[src/rtl/rtc_cal_pkg.sv]
package rtc_cal_pkg;

  typedef logic [7:0] fld_t;

  typedef enum logic [2:0] {
    SEL_SEC  = 3'd0,
    SEL_MIN  = 3'd1,
    SEL_HOUR = 3'd2,
    SEL_DOW  = 3'd3,
    SEL_DAY  = 3'd4,
    SEL_MON  = 3'd5,
    SEL_YEAR = 3'd6
  } fld_sel_e;

  typedef struct packed {
    fld_t val;
    logic wrap;
  } stp_t;

  // Express a small integer in the selected encoding.
  function automatic fld_t enc(input logic [6:0] n, input logic bin);
    logic [3:0] tens, units;
    tens  = 4'(n / 7'd10);
    units = 4'(n % 7'd10);
    return bin ? {1'b0, n} : {tens, units};
  endfunction

  // Recover the integer value of a field.
  function automatic logic [6:0] dec(input fld_t v, input logic bin);
    return bin ? v[6:0] : 7'(7'(v[7:4]) * 7'd10 + 7'(v[3:0]));
  endfunction

  // Add one in the selected encoding.
  function automatic fld_t inc(input fld_t v, input logic bin);
    if (bin || v[3:0] != 4'd9) return v + 8'd1;
    return {v[7:4] + 4'd1, 4'd0};
  endfunction

  // Step with a wrap from hi back to lo.
  function automatic stp_t step_wrap(input fld_t v, input logic bin,
                                     input logic [6:0] lo, input logic [6:0] hi);
    stp_t r;
    r.wrap = (v == enc(hi, bin));
    r.val  = r.wrap ? enc(lo, bin) : inc(v, bin);
    return r;
  endfunction

  function automatic logic [6:0] days_in_month(input logic [6:0] m, input logic [6:0] y);
    case (m)
      7'd2:                     return ((y % 7'd4) == 7'd0) ? 7'd29 : 7'd28;
      7'd4, 7'd6, 7'd9, 7'd11:  return 7'd30;
      default:                  return 7'd31;
    endcase
  endfunction

  // Hour step for both formats; wrap marks a day rollover.
  function automatic stp_t hour_next(input fld_t h, input logic bin, input logic hr24);
    stp_t r;
    fld_t hv, nx;
    if (hr24) return step_wrap(h, bin, 7'd0, 7'd23);
    hv     = {1'b0, h[6:0]};
    r.wrap = 1'b0;
    if (hv == enc(7'd12, bin)) begin
      nx    = enc(7'd1, bin);
      r.val = {h[7], nx[6:0]};
    end else if (hv == enc(7'd11, bin)) begin
      nx     = enc(7'd12, bin);
      r.val  = {~h[7], nx[6:0]};
      r.wrap = h[7];
    end else begin
      nx    = inc(hv, bin);
      r.val = {h[7], nx[6:0]};
    end
    return r;
  endfunction

endpackage

[src/rtl/rtc_uip_seq.sv]
module rtc_uip_seq #(
  parameter int LEAD = 16
) (
  input  logic clk,
  input  logic rst_n,
  input  logic tick_i,
  input  logic halt_i,
  output logic uip_o,
  output logic step_o
);
  localparam int CW = $clog2(LEAD + 1);

  logic [CW-1:0] cnt_q;

  assign uip_o  = (cnt_q != '0);
  assign step_o = (cnt_q == CW'(1)) && !halt_i;

  always_ff @(posedge clk or negedge rst_n) begin
    if (!rst_n)                       cnt_q <= '0;
    else if (halt_i)                  cnt_q <= '0;
    else if (cnt_q != '0)             cnt_q <= cnt_q - CW'(1);
    else if (tick_i)                  cnt_q <= CW'(LEAD);
  end
endmodule

[src/rtl/rtc_time_chain.sv]
module rtc_time_chain
  import rtc_cal_pkg::*;
(
  input  logic       clk,
  input  logic       rst_n,
  input  logic       step_i,
  input  logic       bin_i,
  input  logic       hr24_i,
  input  logic       ld_i,
  input  fld_sel_e   ld_sel_i,
  input  fld_t       ld_data_i,
  output fld_t       sec_o,
  output fld_t       min_o,
  output fld_t       hour_o,
  output logic       day_roll_o
);
  fld_t sec_q, min_q, hour_q;
  stp_t s_nx, m_nx, h_nx;

  always_comb begin
    s_nx = step_wrap(sec_q, bin_i, 7'd0, 7'd59);
    m_nx = step_wrap(min_q, bin_i, 7'd0, 7'd59);
    h_nx = hour_next(hour_q, bin_i, hr24_i);
  end

  assign day_roll_o = step_i && s_nx.wrap && m_nx.wrap && h_nx.wrap;

  always_ff @(posedge clk or negedge rst_n) begin
    if (!rst_n) begin
      sec_q  <= '0;
      min_q  <= '0;
      hour_q <= '0;
    end else if (ld_i) begin
      case (ld_sel_i)
        SEL_SEC:  sec_q  <= ld_data_i;
        SEL_MIN:  min_q  <= ld_data_i;
        SEL_HOUR: hour_q <= ld_data_i;
        default:  ;
      endcase
    end else if (step_i) begin
      sec_q <= s_nx.val;
      if (s_nx.wrap) min_q <= m_nx.val;
      if (s_nx.wrap && m_nx.wrap) hour_q <= h_nx.val;
    end
  end

  assign sec_o  = sec_q;
  assign min_o  = min_q;
  assign hour_o = hour_q;
endmodule

[src/rtl/rtc_date_chain.sv]
module rtc_date_chain
  import rtc_cal_pkg::*;
(
  input  logic       clk,
  input  logic       rst_n,
  input  logic       day_step_i,
  input  logic       bin_i,
  input  logic       ld_i,
  input  fld_sel_e   ld_sel_i,
  input  fld_t       ld_data_i,
  output fld_t       dow_o,
  output fld_t       day_o,
  output fld_t       mon_o,
  output fld_t       year_o
);
  fld_t dow_q, day_q, mon_q, year_q;
  stp_t w_nx, d_nx, mo_nx, y_nx;
  logic [6:0] last_day;

  always_comb begin
    last_day = days_in_month(dec(mon_q, bin_i), dec(year_q, bin_i));
    w_nx  = step_wrap(dow_q,  bin_i, 7'd1, 7'd7);
    d_nx  = step_wrap(day_q,  bin_i, 7'd1, last_day);
    mo_nx = step_wrap(mon_q,  bin_i, 7'd1, 7'd12);
    y_nx  = step_wrap(year_q, bin_i, 7'd0, 7'd99);
  end

  always_ff @(posedge clk or negedge rst_n) begin
    if (!rst_n) begin
      dow_q  <= 8'h01;
      day_q  <= 8'h01;
      mon_q  <= 8'h01;
      year_q <= 8'h00;
    end else if (ld_i) begin
      case (ld_sel_i)
        SEL_DOW:  dow_q  <= ld_data_i;
        SEL_DAY:  day_q  <= ld_data_i;
        SEL_MON:  mon_q  <= ld_data_i;
        SEL_YEAR: year_q <= ld_data_i;
        default:  ;
      endcase
    end else if (day_step_i) begin
      dow_q <= w_nx.val;
      day_q <= d_nx.val;
      if (d_nx.wrap) mon_q <= mo_nx.val;
      if (d_nx.wrap && mo_nx.wrap) year_q <= y_nx.val;
    end
  end

  assign dow_o  = dow_q;
  assign day_o  = day_q;
  assign mon_o  = mon_q;
  assign year_o = year_q;
endmodule

[src/rtl/rtc_calendar_core.sv]
module rtc_calendar_core
  import rtc_cal_pkg::*;
#(
  parameter int UIP_LEAD = 16
) (
  input  logic       clk,
  input  logic       rst_n,
  input  logic       tick_i,
  input  logic       set_i,
  input  logic       bin_mode_i,
  input  logic       hr24_i,
  input  logic       ld_en_i,
  input  logic [2:0] ld_sel_i,
  input  logic [7:0] ld_data_i,
  output logic [7:0] sec_o,
  output logic [7:0] min_o,
  output logic [7:0] hour_o,
  output logic [7:0] dow_o,
  output logic [7:0] day_o,
  output logic [7:0] mon_o,
  output logic [7:0] year_o,
  output logic       uip_o,
  output logic       upd_done_o
);
  logic     step;
  logic     day_roll;
  logic     ld_ok;
  fld_sel_e sel;
  logic     done_q;

  assign ld_ok = set_i && ld_en_i;
  assign sel   = fld_sel_e'(ld_sel_i);

  rtc_uip_seq #(.LEAD(UIP_LEAD)) u_seq (
    .clk    (clk),
    .rst_n  (rst_n),
    .tick_i (tick_i),
    .halt_i (set_i),
    .uip_o  (uip_o),
    .step_o (step)
  );

  rtc_time_chain u_time (
    .clk        (clk),
    .rst_n      (rst_n),
    .step_i     (step),
    .bin_i      (bin_mode_i),
    .hr24_i     (hr24_i),
    .ld_i       (ld_ok),
    .ld_sel_i   (sel),
    .ld_data_i  (ld_data_i),
    .sec_o      (sec_o),
    .min_o      (min_o),
    .hour_o     (hour_o),
    .day_roll_o (day_roll)
  );

  rtc_date_chain u_date (
    .clk        (clk),
    .rst_n      (rst_n),
    .day_step_i (day_roll),
    .bin_i      (bin_mode_i),
    .ld_i       (ld_ok),
    .ld_sel_i   (sel),
    .ld_data_i  (ld_data_i),
    .dow_o      (dow_o),
    .day_o      (day_o),
    .mon_o      (mon_o),
    .year_o     (year_o)
  );

  always_ff @(posedge clk or negedge rst_n) begin
    if (!rst_n) done_q <= 1'b0;
    else        done_q <= step;
  end

  assign upd_done_o = done_q;
endmodule

[config.mk]
export PLATFORM = sky130hd
export DESIGN_NAME = rtc_calendar_core
export DESIGN_NICKNAME = d
export VERILOG_FILES = /design/src/rtl/rtc_cal_pkg.sv /design/src/rtl/rtc_uip_seq.sv /design/src/rtl/rtc_time_chain.sv /design/src/rtl/rtc_date_chain.sv /design/src/rtl/rtc_calendar_core.sv
export SDC_FILE = /design/constraint.sdc
export NUM_CORES = 1
export LEC_CHECK = 0
export BUFFER_PORTS_ARGS = -buffer_cell sky130_fd_sc_hd__buf_4
export CELL_PAD_IN_SITES_DETAIL_PLACEMENT = 1
export CELL_PAD_IN_SITES_GLOBAL_PLACEMENT = 1
export CORE_MARGIN = 2
export CORE_UTILIZATION = 47
export DETAILED_ROUTE_END_ITERATION = 7
export GPL_TIMING_DRIVEN = 0
export PLACE_DENSITY_LB_ADDON = 0.1
export SLEW_MARGIN = 10
export SYNTH_ARGS = -nofsm -noshare
export SYNTH_HDL_FRONTEND = slang
export SYNTH_SLANG_ARGS = --single-unit
[constraint.sdc]
create_clock -name clk -period 5.1 [get_ports clk]
set_input_delay 0.255 -clock clk [delete_from_list [all_inputs] [get_ports clk]]
set_output_delay 0.255 -clock clk [all_outputs]
set_load 0.005 [all_outputs]
* Yosys cells after proc, flatten, opt, wreduce, memory -nomap -nowiden
Cells that the tools add are included.
** Operators by class
- Add/sub/neg operators :: 19
- $mul :: 2
- Divide/modulo/power cells :: 2
- Equality and inequality tests :: 36
- Muxes and demuxes :: 79
- Bitwise gates (word level) :: 1
- Reduce and logical (&&, ||, !) cells :: 35
** Operator list (number)
- 8-bit two-way mux :: 50
- 8-bit by 1-bit adder with 8-bit output (second input constant) :: 7
- 8-bit equality test :: 5
- 4-bit by 1-bit adder with 4-bit output (second input constant) :: 7
- 7-bit two-way mux :: 4
- 4-bit != test (second input constant) :: 7
- 5-bit two-way mux :: 5
- 9-bit two-way mux :: 2
- 7-bit by 8-bit equality test with 1-bit output :: 2
- 1-bit two-way mux :: 15
- 7-bit by 3-bit equality test with 1-bit output (second input constant) :: 2
- 7-bit by 4-bit equality test with 1-bit output (second input constant) :: 2
- 2-bit by 1-bit != test with 1-bit output (second input constant) :: 7
- 7-bit case mux with 2 select lines :: 1
- 3-bit AND reduction :: 4
- 2-bit nonzero test :: 6
- 3-bit equality test (second input constant) :: 3
- 8-bit by 3-bit equality test with 1-bit output (second input constant) :: 1
- 8-bit by 7-bit equality test with 1-bit output :: 1
- 7-bit by 1-bit adder with 7-bit output (second input constant) :: 1
- 7-bit by 4-bit adder with 7-bit output :: 1
- 7-bit by 4-bit divider with 7-bit output (second input constant) :: 1
- 7-bit by 2-bit equality test with 1-bit output (second input constant) :: 1
- 1-bit logical AND :: 7
- other kinds (22) :: 32
** Storage, ports and cells
- Bits in registers :: 62
- Bits of input ports :: 18
- Output and inout bits :: 58
- Word-level logic and storage cells :: 184

* Logic depth before layout (Yosys ltp)
Gate-level depths: netlist (run 1).
- Depth after elaboration :: 13
- Gate-level depth with buffers :: 13
- Depth with buffers taken out :: 12

* Cells and area by module
A second synthesis (run 1) with hierarchy kept.
** Second synthesis, totals
- Cell total of the unflattened synthesis :: 619
- Area total of the unflattened synthesis :: 5310.1 sq um
** By module, submodules not included
- rtc_date_chain :: times used 1, cells each 349, area an instance 2861.5 sq um, seq. area each 804.5 sq um
- rtc_time_chain :: times used 1, cells each 238, area an instance 2079.5 sq um, seq. area each 600.6 sq um
- rtc_uip_seq :: times used 1, cells each 30, area an instance 337.8 sq um, seq. area each 125.1 sq um
- rtc_calendar_core :: times used 1, cells each 2, area an instance 31.3 sq um, seq. area each 25.0 sq um

* Worst setup path before layout (run 1)
No wires, ideal clock.
- Kind :: flip-flop to flip-flop
- Start :: register u_date.mon_q[5], in the netlist u_date.mon_o[5]
- End :: register u_date.year_q[5], in the netlist u_date.year_o[5]
- Arrival time :: 3290 ps
- Data required time :: 4973 ps
- Path slack :: 1683 ps
- Cell stages (with the launch flop) :: 13
- Period minus slack after synthesis :: 3417 ps
- Cell sequence :: dfrtp_1 > ha_1 > ha_1 > inv_1 > fa_1 > and3b_1 > o21ai_0 > a311oi_1 > mux2_4 > nor4_4 > or2_1 > buf_4 > mux2_1
** On the way
- Cells in the longest elaborated chain, start to end :: 12
** RTL lines
- start: declaration :: RTL line rtc_date_chain.sv:16 : fld_t dow_q, day_q, mon_q, year_q;
- start signal: assignment :: RTL line rtc_date_chain.sv:38 : SEL_MON: mon_q <= ld_data_i;
- start signal: assignment :: RTL line rtc_date_chain.sv:45 : if (d_nx.wrap) mon_q <= mo_nx.val;
- 4-bit by 3-bit multiplier with 6-bit output :: RTL line rtc_cal_pkg.sv:30 : return bin ? v[6:0] : 7'(7'(v[7:4]) * 7'd10 + 7'(v[3:0]));
- 7-bit by 4-bit adder with 7-bit output :: RTL line rtc_cal_pkg.sv:30
- 7-bit two-way mux :: RTL line rtc_cal_pkg.sv:30
- 7-bit by 3-bit equality test with 1-bit output / 7-bit by 4-bit equality test with 1-bit output (equally long branches) :: RTL line rtc_cal_pkg.sv:49 : case (m)
- 4-bit OR reduction :: RTL line rtc_cal_pkg.sv:49
- 7-bit case mux with 2 select lines :: RTL line rtc_cal_pkg.sv:49
- 7-bit by 4-bit remainder unit with 7-bit output / 7-bit by 4-bit divider with 7-bit output (equally long branches) :: RTL line rtc_cal_pkg.sv:24, rtc_cal_pkg.sv:23
- 8-bit two-way mux :: RTL line rtc_cal_pkg.sv:25 : return bin ? {1'b0, n} : {tens, units};
- 8-bit equality test :: RTL line rtc_cal_pkg.sv:43 : r.wrap = (v == enc(hi, bin));
- 1-bit logical AND * :: RTL line rtc_date_chain.sv:46 : if (d_nx.wrap && mo_nx.wrap) year_q <= y_nx.val;
- 2-bit nonzero test (no source line) *
- 3-bit AND reduction (no source line) *
- end signal: assignment :: RTL line rtc_date_chain.sv:39 : SEL_YEAR: year_q <= ld_data_i;
- end signal: assignment :: RTL line rtc_date_chain.sv:46
- end: declaration :: RTL line rtc_date_chain.sv:16
Every way passes the cells marked *; elsewhere a longest branch is shown, timed or not.
A chain may end at the register's enable or synchronous reset.

* Final worst setup path (run 1)
- Start :: register u_date.mon_q[5], in the netlist u_date.mon_o[5]
- End :: register u_date.year_q[1], in the netlist u_date.year_o[1]
The elaborated chain is that of the path after synthesis.

==> impl_metrics.yaml, run 1 <==
status:
  outcome: "complete, but fails checks"
  failed_checks: "negative hold slack"
grt:
  largest_net_degree_at_the_start_of_global_routing: 63
  antenna_violations_before_repair: 0
  grtUsageTotal_pct: 30.9
  vias_in_the_first_global_route: 5380
  grt-ovfl-total: 0
  grt_first_pass_wirelength_um: 28400
setup_path:
  worstPathArrival_ns: 4.34
  setup.worst_path.end_class: "flip-flop"
  wp_data_required_ns: 5.36
  criticalPathCategory: "reg -> reg"
  cp-start-kind: "flip-flop"
  path_max_fanout: 10
  r2r_cells: 12
power:
  pwr-share-seq_pct: 37.7
  p_leak_nw: 2.73
  worst_ir_drop_vdd_uv: 243
  pwr-share-comb_pct: 39.0
  switching_share_pct: 39.8
  net-switching-power_w: 0.000874
  intPower_w: 0.00132
  clock_network_fraction_of_total_power_pct: 23.3
  p_per_area_mw_per_mm2: 355
clock_tree:
  cts-resized-gates: 0
  cts_made_buffers: 9
  clkLatencyLatePin_ns: 0.37
  cts_num_sinks: 62
  clkSlewWorstSetupHoldPaths_ns: 0.08
  post_cts.repair.setup_buffers: 0
  tritoncts: "done"
  hold_buffers: 0
  cts_root_buf: "sky130_fd_sc_hd__clkbuf_8"
  clockBufferDepth: 2
  deepest_level_of_the_cts_h_tree: 3
finish:
  area_delta_synth_final_pct: 18.2
  layout.nets: 750
  filler_cell_count: 1342
  drive_gt1_share_pct: 20.1
  antenna-diode-count: 0
  design_area_final_sq_mm: 0.00618
synthesis:
  synth.yosys.warnings: 0
  synth_top_flop_cell: "sky130_fd_sc_hd__dfrtp_1"
  synth_cell_type_count: 81
  ys_top_cells_by_count: "73 x sky130_fd_sc_hd__o21ai_0, 59 x sky130_fd_sc_hd__dfrtp_1, 58 x sky130_fd_sc_hd__nor2_1"
  synth-async-reset-ratio_pct: 100
  yosysTopAreaCellShare_pct: 28.2
  post_synth.cell_area_avg_sq_um: 8.50
  sequential_to_total_area_share_from_yosys_stat_pct: 29.7
  mapped_cells: 615
  postSynthRegisterBits: 62
  syn-num-nets: 665
  yosysTopAreaCell: "sky130_fd_sc_hd__dfrtp_1"
  synth_edf_count: 0
  largest_cells_by_area_after_synthesis: "sky130_fd_sc_hd__dfrtp_1 28%, sky130_fd_sc_hd__ha_1 7.2%, sky130_fd_sc_hd__o21ai_0 7.0%, sky130_fd_sc_hd__nor2_1 4.2%, sky130_fd_sc_hd__a21oi_1 3.4%"
  combined_area_of_all_synthesized_cells_sq_mm: 0.00523
  synth.most_common_cell: "sky130_fd_sc_hd__o21ai_0"
detailed_routing:
  drt_wl_total_um: 18000
  first_pass_iters: 5
  detailroute.wirelength.met3_um: 1080
  detail_route.wl_per_cell_um: 21.3
  routed.top_layer: "met4"
  drt_drc_violations_left: 0
  routed_wire_length_on_met2_um: 8200
  drtIter0Drc: 354
  route.detailed.vias_per_inst: 6.43
  route.layer.met1.wl_um: 8130
  ant_nets: 0
  detailroute.via_count: 5431
sta:
  slew_headroom_pct: 41.9
  final_hold_viol_count: 1
  layout_worst_path_cycle_share_pct: 80.0
  fin_hold_ws_ns: -0.00986
  setup_viol_count_final: 0
  worst_pin_slew_ns: 0.860
  max_freq_ghz: 0.245
  worst_slack_ns: 1.02
  post-route-min-period_ns: 4.08
  final-max-slew-violation-count: 0
  final.setup_skew_ns: 0.00834
  total_negative_setup_slack_ns: 0
  grt_setup_unrepaired: "no"
worst_hold_path:
  hold_class: "in -> async"
place:
  buffers_on_ports: 74
  pre_cts_worst_setup_slack_ns: 1.10
  place_hpwl_um: 12900
  gp_routability_congestion: 0.890
  dpl-instance-area_sq_mm: 0.00596
floorplan:
  initial_utilization_pct: 48.2
  die_h_um: 109
  rows: 38
  pin_count: 76
  placeableCoreArea_sq_mm: 0.0108
  design.die.area_sq_mm: 0.0120
  die-width_um: 109
run:
  timing.max_cap.violations: 0
[registers in the layout, indices dropped and copies added, names as in the netlist]
signal,cells
u_date.year_o,8
u_date.mon_o,8
u_seq.cnt_q,5
u_time.hour_o,8
u_time.sec_o,8
u_date.dow_o,8
upd_done_o,1
u_time.min_o,8
u_date.day_o,8
[power groups by stage]
stage                     clock network [W]  logic [W]  registers [W]
after floorplan                           0   0.000510       0.000783
after global placement                    0   0.000805       0.000820
after detailed placement                  0   0.000851       0.000832
after CTS                          0.000513   0.000858       0.000823
after global routing               0.000532   0.000963       0.000854
final                              0.000511   0.000856       0.000827
[per-layer routing]
layer,track usage [%],vias up
met5,0,-
met4,13.8,0
met2,49.1,187
met1,42.0,2717
met3,4.03,41
li1,-,2486
[kinds of logic after synthesis]
logic type               Yosys count  synth area share, %
AND/OR/NAND/NOR                  223                 23.6
AO/OA/AOI/OAI                    207                 26.1
flip-flops                        62                 29.7
buffers and inverters             57                 5.91
adder cells (fa/ha/maj)           32                 7.94
XOR/XNOR                          17                 2.85
multiplexers                      17                 3.85
[area by class of cell]
class                      count  area, sq um  area share (%)
tap                          140          175            2.83
clock inverter                 7         98.8            1.60
sequential                    62         1560            25.2
timing repair buffer          74          556            8.99
inverter                      29          109            1.76
multi-input combinational    496         3360            54.4
buffer                        28          200            3.24
clock buffer                   9          124            2.00
[final timing paths]
| kind | startpoint | to | slack (ns) |
|---|---|---|---|
| worst max-delay path | u_date.mon_o[5]$_DFFE_PN0P_ | u_date.year_o[1]$_DFFE_PN0P_ | 1.02 |
| worst min-delay path | rst_n | u_date.mon_o[5]$_DFFE_PN0P_ | -0.01 |
| worst max register to register | u_date.mon_o[5]$_DFFE_PN0P_ | u_date.year_o[1]$_DFFE_PN0P_ | 1.02 |
| worst min register to register | u_seq.cnt_q[4]$_DFFE_PN0P_ | u_seq.cnt_q[4]$_DFFE_PN0P_ | 0.55 |
| max in group asynchronous | rst_n | u_time.sec_o[7]$_DFFE_PN0P_ | 4.55 |
| min in group clk | set_i | u_seq.cnt_q[4]$_DFFE_PN0P_ | 0.10 |
[cell usage in the layout (no fill, tap or decap), types with 12 or more instances in the layout]
master                      n
sky130_fd_sc_hd__ha_1      30
sky130_fd_sc_hd__nand2_1   41
sky130_fd_sc_hd__nand3_1   24
sky130_fd_sc_hd__o21ai_0   73
sky130_fd_sc_hd__clkbuf_8  12
sky130_fd_sc_hd__dfrtp_1   59
sky130_fd_sc_hd__nor2_1    58
sky130_fd_sc_hd__clkbuf_1  14
sky130_fd_sc_hd__buf_4     76
sky130_fd_sc_hd__a21oi_1   36
sky130_fd_sc_hd__a31oi_1   13
sky130_fd_sc_hd__inv_1     29
[through the flow]
| stage | utilization (%) | std cells | hold slack [ns] | total power [W] |
|---|---|---|---|---|
| after global placement | 55.0 | 829 | 0.423 | 0.00163 |
| after floorplan | - | 615 | -0.0406 | 0.00129 |
| after detailed placement | 55.0 | 829 | 0.418 | 0.00168 |
| after global routing | 57.0 | 845 | 0.0638 | 0.00235 |
| after CTS | 57.0 | 845 | 0.0227 | 0.00219 |
| final | 57.0 | 845 | -0.00986 | 0.00219 |
[critical path, stage by stage, from the launching register on]
cell                      delay (ns)
sky130_fd_sc_hd__dfrtp_1        0.61
sky130_fd_sc_hd__ha_1           0.31
sky130_fd_sc_hd__ha_1           0.19
sky130_fd_sc_hd__inv_1          0.06
sky130_fd_sc_hd__fa_1           0.51
sky130_fd_sc_hd__nor4_1         0.47
sky130_fd_sc_hd__a22oi_1        0.13
sky130_fd_sc_hd__a22oi_1        0.33
sky130_fd_sc_hd__xnor2_1        0.21
sky130_fd_sc_hd__nor4_4         0.48
sky130_fd_sc_hd__or2_1          0.17
sky130_fd_sc_hd__buf_4          0.16
sky130_fd_sc_hd__mux2_1         0.33
Note: power is estimated with default switching activity, not from simulation.
==> run 2, diff against run 1 <==
- CORE_UTILIZATION: 47 -> 44
- clock period: 5.1 -> 4.2 ns (I/O delays scaled with it)
==> impl_metrics.yaml, run 2 (synthesis gave the netlist of run 1 again) <==
status:
  outcome: "complete, but fails checks"
  failed_checks: "design-rule violations, negative hold slack"
setup_path:
  critPathMaxStageDelay_ns: 0.60
  wp_data_required_ns: 4.42
  startpoint: "u_date.mon_o[5]$_DFFE_PN0P_"
  r2r_cells: 12
  timing.rr.end: "u_date.year_o[1]$_DFFE_PN0P_"
  reg2reg_slack_ns: 0.23
  worstPathArrival_ns: 4.19
  buf_inv_on_cp: 2
  crit_cells: 12
  crit_path_cell_trace: "ha_1 > ha_1 > inv_1 > fa_1 > and3b_1 > o21ai_0 > a311oi_1 > mux2_4 > nor4_4 > or2_1 > buf_4 > mux2_1"
  critical_path.slowest_cell: "sky130_fd_sc_hd__fa_1"
  path_max_fanout: 10
  criticalPathCategory: "reg -> reg"
  crit_end: "u_date.year_o[1]$_DFFE_PN0P_"
  cp-start-kind: "flip-flop"
  worst_r2r_startpoint: "u_date.mon_o[5]$_DFFE_PN0P_"
  timing.critical_path.max_delay_family: "adder cells"
  setup.worst_path.end_class: "flip-flop"
  cp_common_cell: "sky130_fd_sc_hd__ha_1"
clock_tree:
  tritoncts: "done"
  cts_root_buf: "sky130_fd_sc_hd__clkbuf_16"
  deepest_level_of_the_cts_h_tree: 3
  clkLatencyLatePin_ns: 0.34
  cts-resized-gates: 0
  cts_made_buffers: 9
  hold_buffers: 0
  clkSlewWorstSetupHoldPaths_ns: 0.05
  clockBufferDepth: 2
  cts_num_sinks: 62
  post_cts.repair.setup_buffers: 0
grt:
  grt-ovfl-total: 0
  vias_in_the_first_global_route: 5591
  grtUsageTotal_pct: 29.6
  antenna_violations_before_repair: 0
  grt_first_pass_wirelength_um: 29800
  largest_net_degree_at_the_start_of_global_routing: 63
finish:
  final_cells: 848
  commonest_cells_after_routing_fill_and_taps_aside: "76 x sky130_fd_sc_hd__buf_4, 73 x sky130_fd_sc_hd__o21ai_0, 59 x sky130_fd_sc_hd__dfrtp_1"
  antenna-diode-count: 0
  layout_commonest_cell: "sky130_fd_sc_hd__buf_4"
  area_delta_synth_final_pct: 18.9
  layout.nets: 750
  drive_gt1_share_pct: 19.4
power:
  net-switching-power_w: 0.00105
  pwr-share-seq_pct: 36.9
  p_per_area_mw_per_mm2: 437
  worst_ir_drop_vdd_uv: 256
  clock_network_fraction_of_total_power_pct: 24.9
  pwr-share-comb_pct: 38.3
  intPower_w: 0.00167
  p_leak_nw: 2.74
  totalPowerFinal_w: 0.00272
  switching_share_pct: 38.6
sta:
  max_freq_ghz: 0.252
  grt_setup_unrepaired: "no"
  setup_viol_count_final: 0
  slew_headroom_pct: 39.3
  fin_hold_ws_ns: -0.0371
  layout_worst_path_cycle_share_pct: 94.5
  total_negative_setup_slack_ns: 0
  post-route-min-period_ns: 3.97
  final.setup_skew_ns: 0.00884
  final_hold_viol_count: 22
  worst_pin_slew_ns: 0.898
  final-max-slew-violation-count: 0
worst_hold_path:
  hold_class: "in -> async"
detailed_routing:
  detailroute.via_count: 5352
  ant_nets: 0
  drt_drc_violations_left: 5
  detail_route.wl_per_cell_um: 21.3
  drt_wl_total_um: 18100
  first_pass_iters: 7
  drtIter0Drc: 385
  route.detailed.vias_per_inst: 6.31
place:
  place_hpwl_um: 13000
  dp_cells: 832
  gp_routability_congestion: 0.934
  buffers_on_ports: 74
floorplan:
  design.die.area_sq_mm: 0.0128
  die_h_um: 113
  placeableCoreArea_sq_mm: 0.0115
  die-width_um: 113
  pin_count: 76
  rows: 39
  initial_utilization_pct: 45.4
run:
  timing.max_cap.violations: 0
==> run 2: changes by cell type in the layout (fill, tap and decap cells not counted), sizes merged <==
cell	previous run	this run
clkinvlp	1	0
bufinv	2	0
clkbuf	27	32
clkinv	4	2
==> run 2: layout make-up <==
cell class                      instances  area [sq um]
Buffer                                 28           200
Clock buffer                           14           244
Clock inverter                          2          10.0
Fill cell                            1409          5300
Inverter                               29           109
Multi-Input combinational cell        496          3360
Sequential cell                        62          1560
Tap cell                              143           179
Timing Repair Buffer                   74           556
==> run 2: worst reg2reg max path: cells and delay by family, from the launching register on <==
kind,cells,cell delay (ns)
AOI/OAI and AO/OA,2,0.48
adders and majority gates,3,1.11
buffers and inverters,2,0.20
DFF,1,0.52
muxes,2,0.65
and+or+nand+nor,3,0.89
==> run 2: worst min path at each step <==
stage	from	endpoint	slack, ns	cells past startpoint
5_1_grt	rst_n	u_date.mon_o[6]$_DFFE_PN0P_	0.04	1
6_report	rst_n	u_date.mon_o[7]$_DFFE_PN0P_	-0.04	1
2_1_floorplan	rst_n	u_date.day_o[1]$_DFFE_PN0P_	-0.09	0
3_3_place_gp	rst_n	u_date.mon_o[4]$_DFFE_PN0P_	0.38	1
3_5_place_dp	rst_n	u_date.mon_o[6]$_DFFE_PN0P_	0.37	1
4_1_cts	rst_n	u_date.mon_o[5]$_DFFE_PN0P_	0.02	1
==> run 2: routing by layer <==
| metal | wire length [um] | GRT usage (%) | up-vias |
|---|---|---|---|
| li1 | - | - | 2482 |
| met3 | 855 | 4.28 | 35 |
| met1 | 8100 | 40.1 | 2698 |
| met5 | 0 | 0 | - |
| met4 | 518 | 11.6 | 0 |
| met2 | 8580 | 47.7 | 137 |
==> run 2: power by group through the flow <==
stage	Clock (W)	Sequential, W	Combinational, W
2_1_floorplan	0	0.000950	0.000619
3_3_place_gp	0	0.000997	0.000978
3_5_place_dp	0	0.00101	0.00104
4_1_cts	0.000685	0.00100	0.00105
5_1_grt	0.000715	0.00104	0.00116
6_report	0.000677	0.00100	0.00104
==> run 2: through the flow <==
stage | worst slack [ns] | instance area (sq um) | hold slack [ns] | utilization, %
final | 0.230 | 6220 | -0.0371 | 54.0
after global routing | 0.0256 | 6220 | 0.0395 | 54.0
after CTS | 0.256 | 6220 | 0.0191 | 54.0
after detailed placement | 0.262 | 5960 | 0.374 | 51.8
after global placement | 0.346 | 5960 | 0.377 | 51.8
after floorplan | 0.783 | 5230 | -0.0856 | -
==> run 3, diff against run 2 <==
- ABC_AREA: not set -> 1
- CORE_UTILIZATION: 44 -> 42
==> impl_metrics.yaml, run 3 <==
status:
  outcome: "complete, but fails checks"
  failed_checks: "design-rule violations, negative hold slack"
finish:
  design_area_final_sq_mm: 0.00605
  layout.core_utilization_pct: 52.5
  layout.nets: 838
  layout_commonest_cell: "sky130_fd_sc_hd__nand2_1"
  antenna-diode-count: 0
  commonest_cells_after_routing_fill_and_taps_aside: "149 x sky130_fd_sc_hd__nand2_1, 93 x sky130_fd_sc_hd__inv_1, 75 x sky130_fd_sc_hd__buf_4"
  drive_gt1_share_pct: 15.6
  area_delta_synth_final_pct: 20.7
synthesis:
  synth-async-reset-ratio_pct: 100
  synth_edf_count: 0
  synth.area.mux_share_pct: 0
  post_synth.cell_area_avg_sq_um: 7.13
  synth_top_flop_cell: "sky130_fd_sc_hd__dfrtp_1"
  postSynthRegisterBits: 62
  synth_area_in_xor_xnor_pct: 5.76
  yosysTopAreaCellShare_pct: 29.4
  synth.most_common_cell: "sky130_fd_sc_hd__nand2_1"
  largest_cells_by_area_after_synthesis: "sky130_fd_sc_hd__dfrtp_1 29%, sky130_fd_sc_hd__nand2_1 11%, sky130_fd_sc_hd__ha_1 7.5%, sky130_fd_sc_hd__inv_1 7.0%, sky130_fd_sc_hd__o21ai_0 6.5%"
  ys_top_cells_by_count: "149 x sky130_fd_sc_hd__nand2_1, 93 x sky130_fd_sc_hd__inv_1, 65 x sky130_fd_sc_hd__o21ai_0"
  largest_family_of_logic_cells_by_synthesized_area: "simple AND/OR/NAND/NOR gates"
  synth_cell_type_count: 47
  syn-num-nets: 753
  combined_area_of_all_synthesized_cells_sq_mm: 0.00501
  mapped_cells: 703
  sequential_to_total_area_share_from_yosys_stat_pct: 31.0
  yosysTopAreaCell: "sky130_fd_sc_hd__dfrtp_1"
  synthSimpleGateAreaFrac_pct: 29.8
  synth.yosys.warnings: 0
  yosys.area_share.adder_pct: 8.29
  compound_gate_portion_of_the_synthesized_area_pct: 16.1
sta:
  worst_slack_ns: 0.735
  fin_hold_ws_ns: -0.0415
  setup_viol_count_final: 0
  grt_setup_unrepaired: "no"
  layout_worst_path_cycle_share_pct: 82.5
  final-max-slew-violation-count: 0
  post-route-min-period_ns: 3.47
  max_freq_ghz: 0.289
  slew_headroom_pct: 42.7
  final_hold_viol_count: 28
  worst_pin_slew_ns: 0.860
  final.setup_skew_ns: 0.00466
  total_negative_setup_slack_ns: 0
worst_hold_path:
  hold_class: "in -> async"
detailed_routing:
  detailroute.via_count: 5249
  route.detailed.vias_per_inst: 5.61
  drt_drc_violations_left: 4
  drt_wl_total_um: 17200
  detail_route.wl_per_cell_um: 18.4
  first_pass_iters: 7
  drtIter0Drc: 202
  ant_nets: 0
setup_path:
  path_max_fanout: 11
  cp-start-kind: "flip-flop"
  worstPathArrival_ns: 3.69
  startpoint: "u_date.mon_o[5]$_DFFE_PN0P_"
  setup.worst_path.end_class: "flip-flop"
  worst_r2r_startpoint: "u_date.mon_o[5]$_DFFE_PN0P_"
  wp_data_required_ns: 4.43
  criticalPathCategory: "reg -> reg"
floorplan:
  rows: 39
  pin_count: 76
  initial_utilization_pct: 43.5
  design.die.area_sq_mm: 0.0128
  placeableCoreArea_sq_mm: 0.0115
  die_h_um: 113
  die-width_um: 113
clock_tree:
  clkLatencyLatePin_ns: 0.34
  cts-resized-gates: 0
  cts_made_buffers: 9
  hold_buffers: 0
  tritoncts: "done"
  deepest_level_of_the_cts_h_tree: 3
  clockBufferDepth: 2
  clkSlewWorstSetupHoldPaths_ns: 0.05
  post_cts.repair.setup_buffers: 0
  cts_num_sinks: 62
  cts_root_buf: "sky130_fd_sc_hd__clkbuf_16"
place:
  place_hpwl_um: 12600
  gp_routability_congestion: 0.917
  pre_cts_worst_setup_slack_ns: 0.776
  dpl-instance-area_sq_mm: 0.00575
  buffers_on_ports: 74
power:
  p_per_area_mw_per_mm2: 498
  p_leak_nw: 3.09
  worst_ir_drop_vdd_uv: 294
grt:
  antenna_violations_before_repair: 0
  largest_net_degree_at_the_start_of_global_routing: 63
  vias_in_the_first_global_route: 5465
  grtUsageTotal_pct: 27.9
  grt_first_pass_wirelength_um: 28100
  grt-ovfl-total: 0
run:
  timing.max_cap.violations: 0
==> run 3: cell count changes after synthesis, sizes merged, moves of 8 or more <==
cell,before,now
o21ai,74,66
and3,11,0
clkbuf,18,8
mux2,13,0
a22o,9,0
nand3,25,65
nand2,42,157
xor2,10,21
a31o,8,0
or3,8,0
inv,29,95
nand4,8,22
==> run 3: area by class of cell <==
class                      count  area, sq um
multi-input combinational    531         3010
timing repair buffer          74          556
clock inverter                 4         45.0
fill                        1539         5470
tap                          143          179
clock buffer                  12          256
sequential                    62         1560
buffer                        15         90.1
inverter                      95          359
==> run 3: worst max-delay path, cell delays in order (launching register included) <==
cell and delay, ns:
sky130_fd_sc_hd__dfrtp_1 0.58, sky130_fd_sc_hd__ha_1 0.31, sky130_fd_sc_hd__ha_1 0.20, sky130_fd_sc_hd__inv_1 0.07
sky130_fd_sc_hd__fa_1 0.46, sky130_fd_sc_hd__nor2_2 0.18, sky130_fd_sc_hd__nand3_1 0.13, sky130_fd_sc_hd__nand2_1 0.10
sky130_fd_sc_hd__nor2_1 0.05, sky130_fd_sc_hd__nor2_2 0.15, sky130_fd_sc_hd__nand3_1 0.12, sky130_fd_sc_hd__a21oi_1 0.32
sky130_fd_sc_hd__nand2_2 0.23, sky130_fd_sc_hd__nand2_4 0.19, sky130_fd_sc_hd__nand2_4 0.11, sky130_fd_sc_hd__nand2_1 0.09
sky130_fd_sc_hd__nand2_1 0.06
==> run 3: kinds of logic (layout without fill, tap and decap cells) <==
kind of cell | count (synthesis) | count (layout)
AO/OA/AOI/OAI | 139 | 139
XOR/XNOR | 33 | 33
adder cells (fa/ha/maj) | 32 | 32
buffers and inverters | 110 | 200
flip-flops | 62 | 62
AND/OR/NAND/NOR | 327 | 327
==> run 3: through the flow <==
| stage | std cells | power (W) |
|---|---|---|
| detailed placement | 920 | 0.00224 |
| finish | 936 | 0.00301 |
| floorplan | 703 | 0.00170 |
| global route | 936 | 0.00324 |
| CTS | 936 | 0.00303 |
| global placement | 920 | 0.00216 |
==> run 3: power by group <==
part / internal, W / total (W) / switching [W] / leakage [nW]
sequential: 0.000770 / 0.00105 / 0.000282 / 0.756
combinational: 0.000551 / 0.00120 / 0.000647 / 2.18
clock: 0.000488 / 0.000763 / 0.000275 / 0.152
total: 0.00181 / 0.00301 / 0.00120 / 3.09
==> run 3: per-layer routing <==
metal,GRT usage (%),routed length [um],share of wire [%],up-vias
li1,-,-,-,2532
met1,36.3,7470,43,2586
met2,47.3,8570,50,109
met3,4.87,893,5.2,22
met4,9.19,263,1.5,0
met5,0,0,0,-
==> run 3: worst paths after layout <==
| check | end | slack (ns) | cells past startpoint |
|---|---|---|---|
| worst max-delay path | u_date.mon_o[1]$_DFFE_PN0P_ | 0.73 | 16 |
| worst min-delay path | u_date.dow_o[5]$_DFFE_PN0P_ | -0.04 | 1 |
| worst max register to register | u_date.mon_o[1]$_DFFE_PN0P_ | 0.73 | 16 |
| worst min register to register | u_date.day_o[0]$_DFFE_PN1P_ | 0.52 | 2 |
| max in group asynchronous | u_time.sec_o[3]$_DFFE_PN0P_ | 3.65 | 1 |
| min in group clk | u_seq.cnt_q[4]$_DFFE_PN0P_ | 0.05 | 2 |
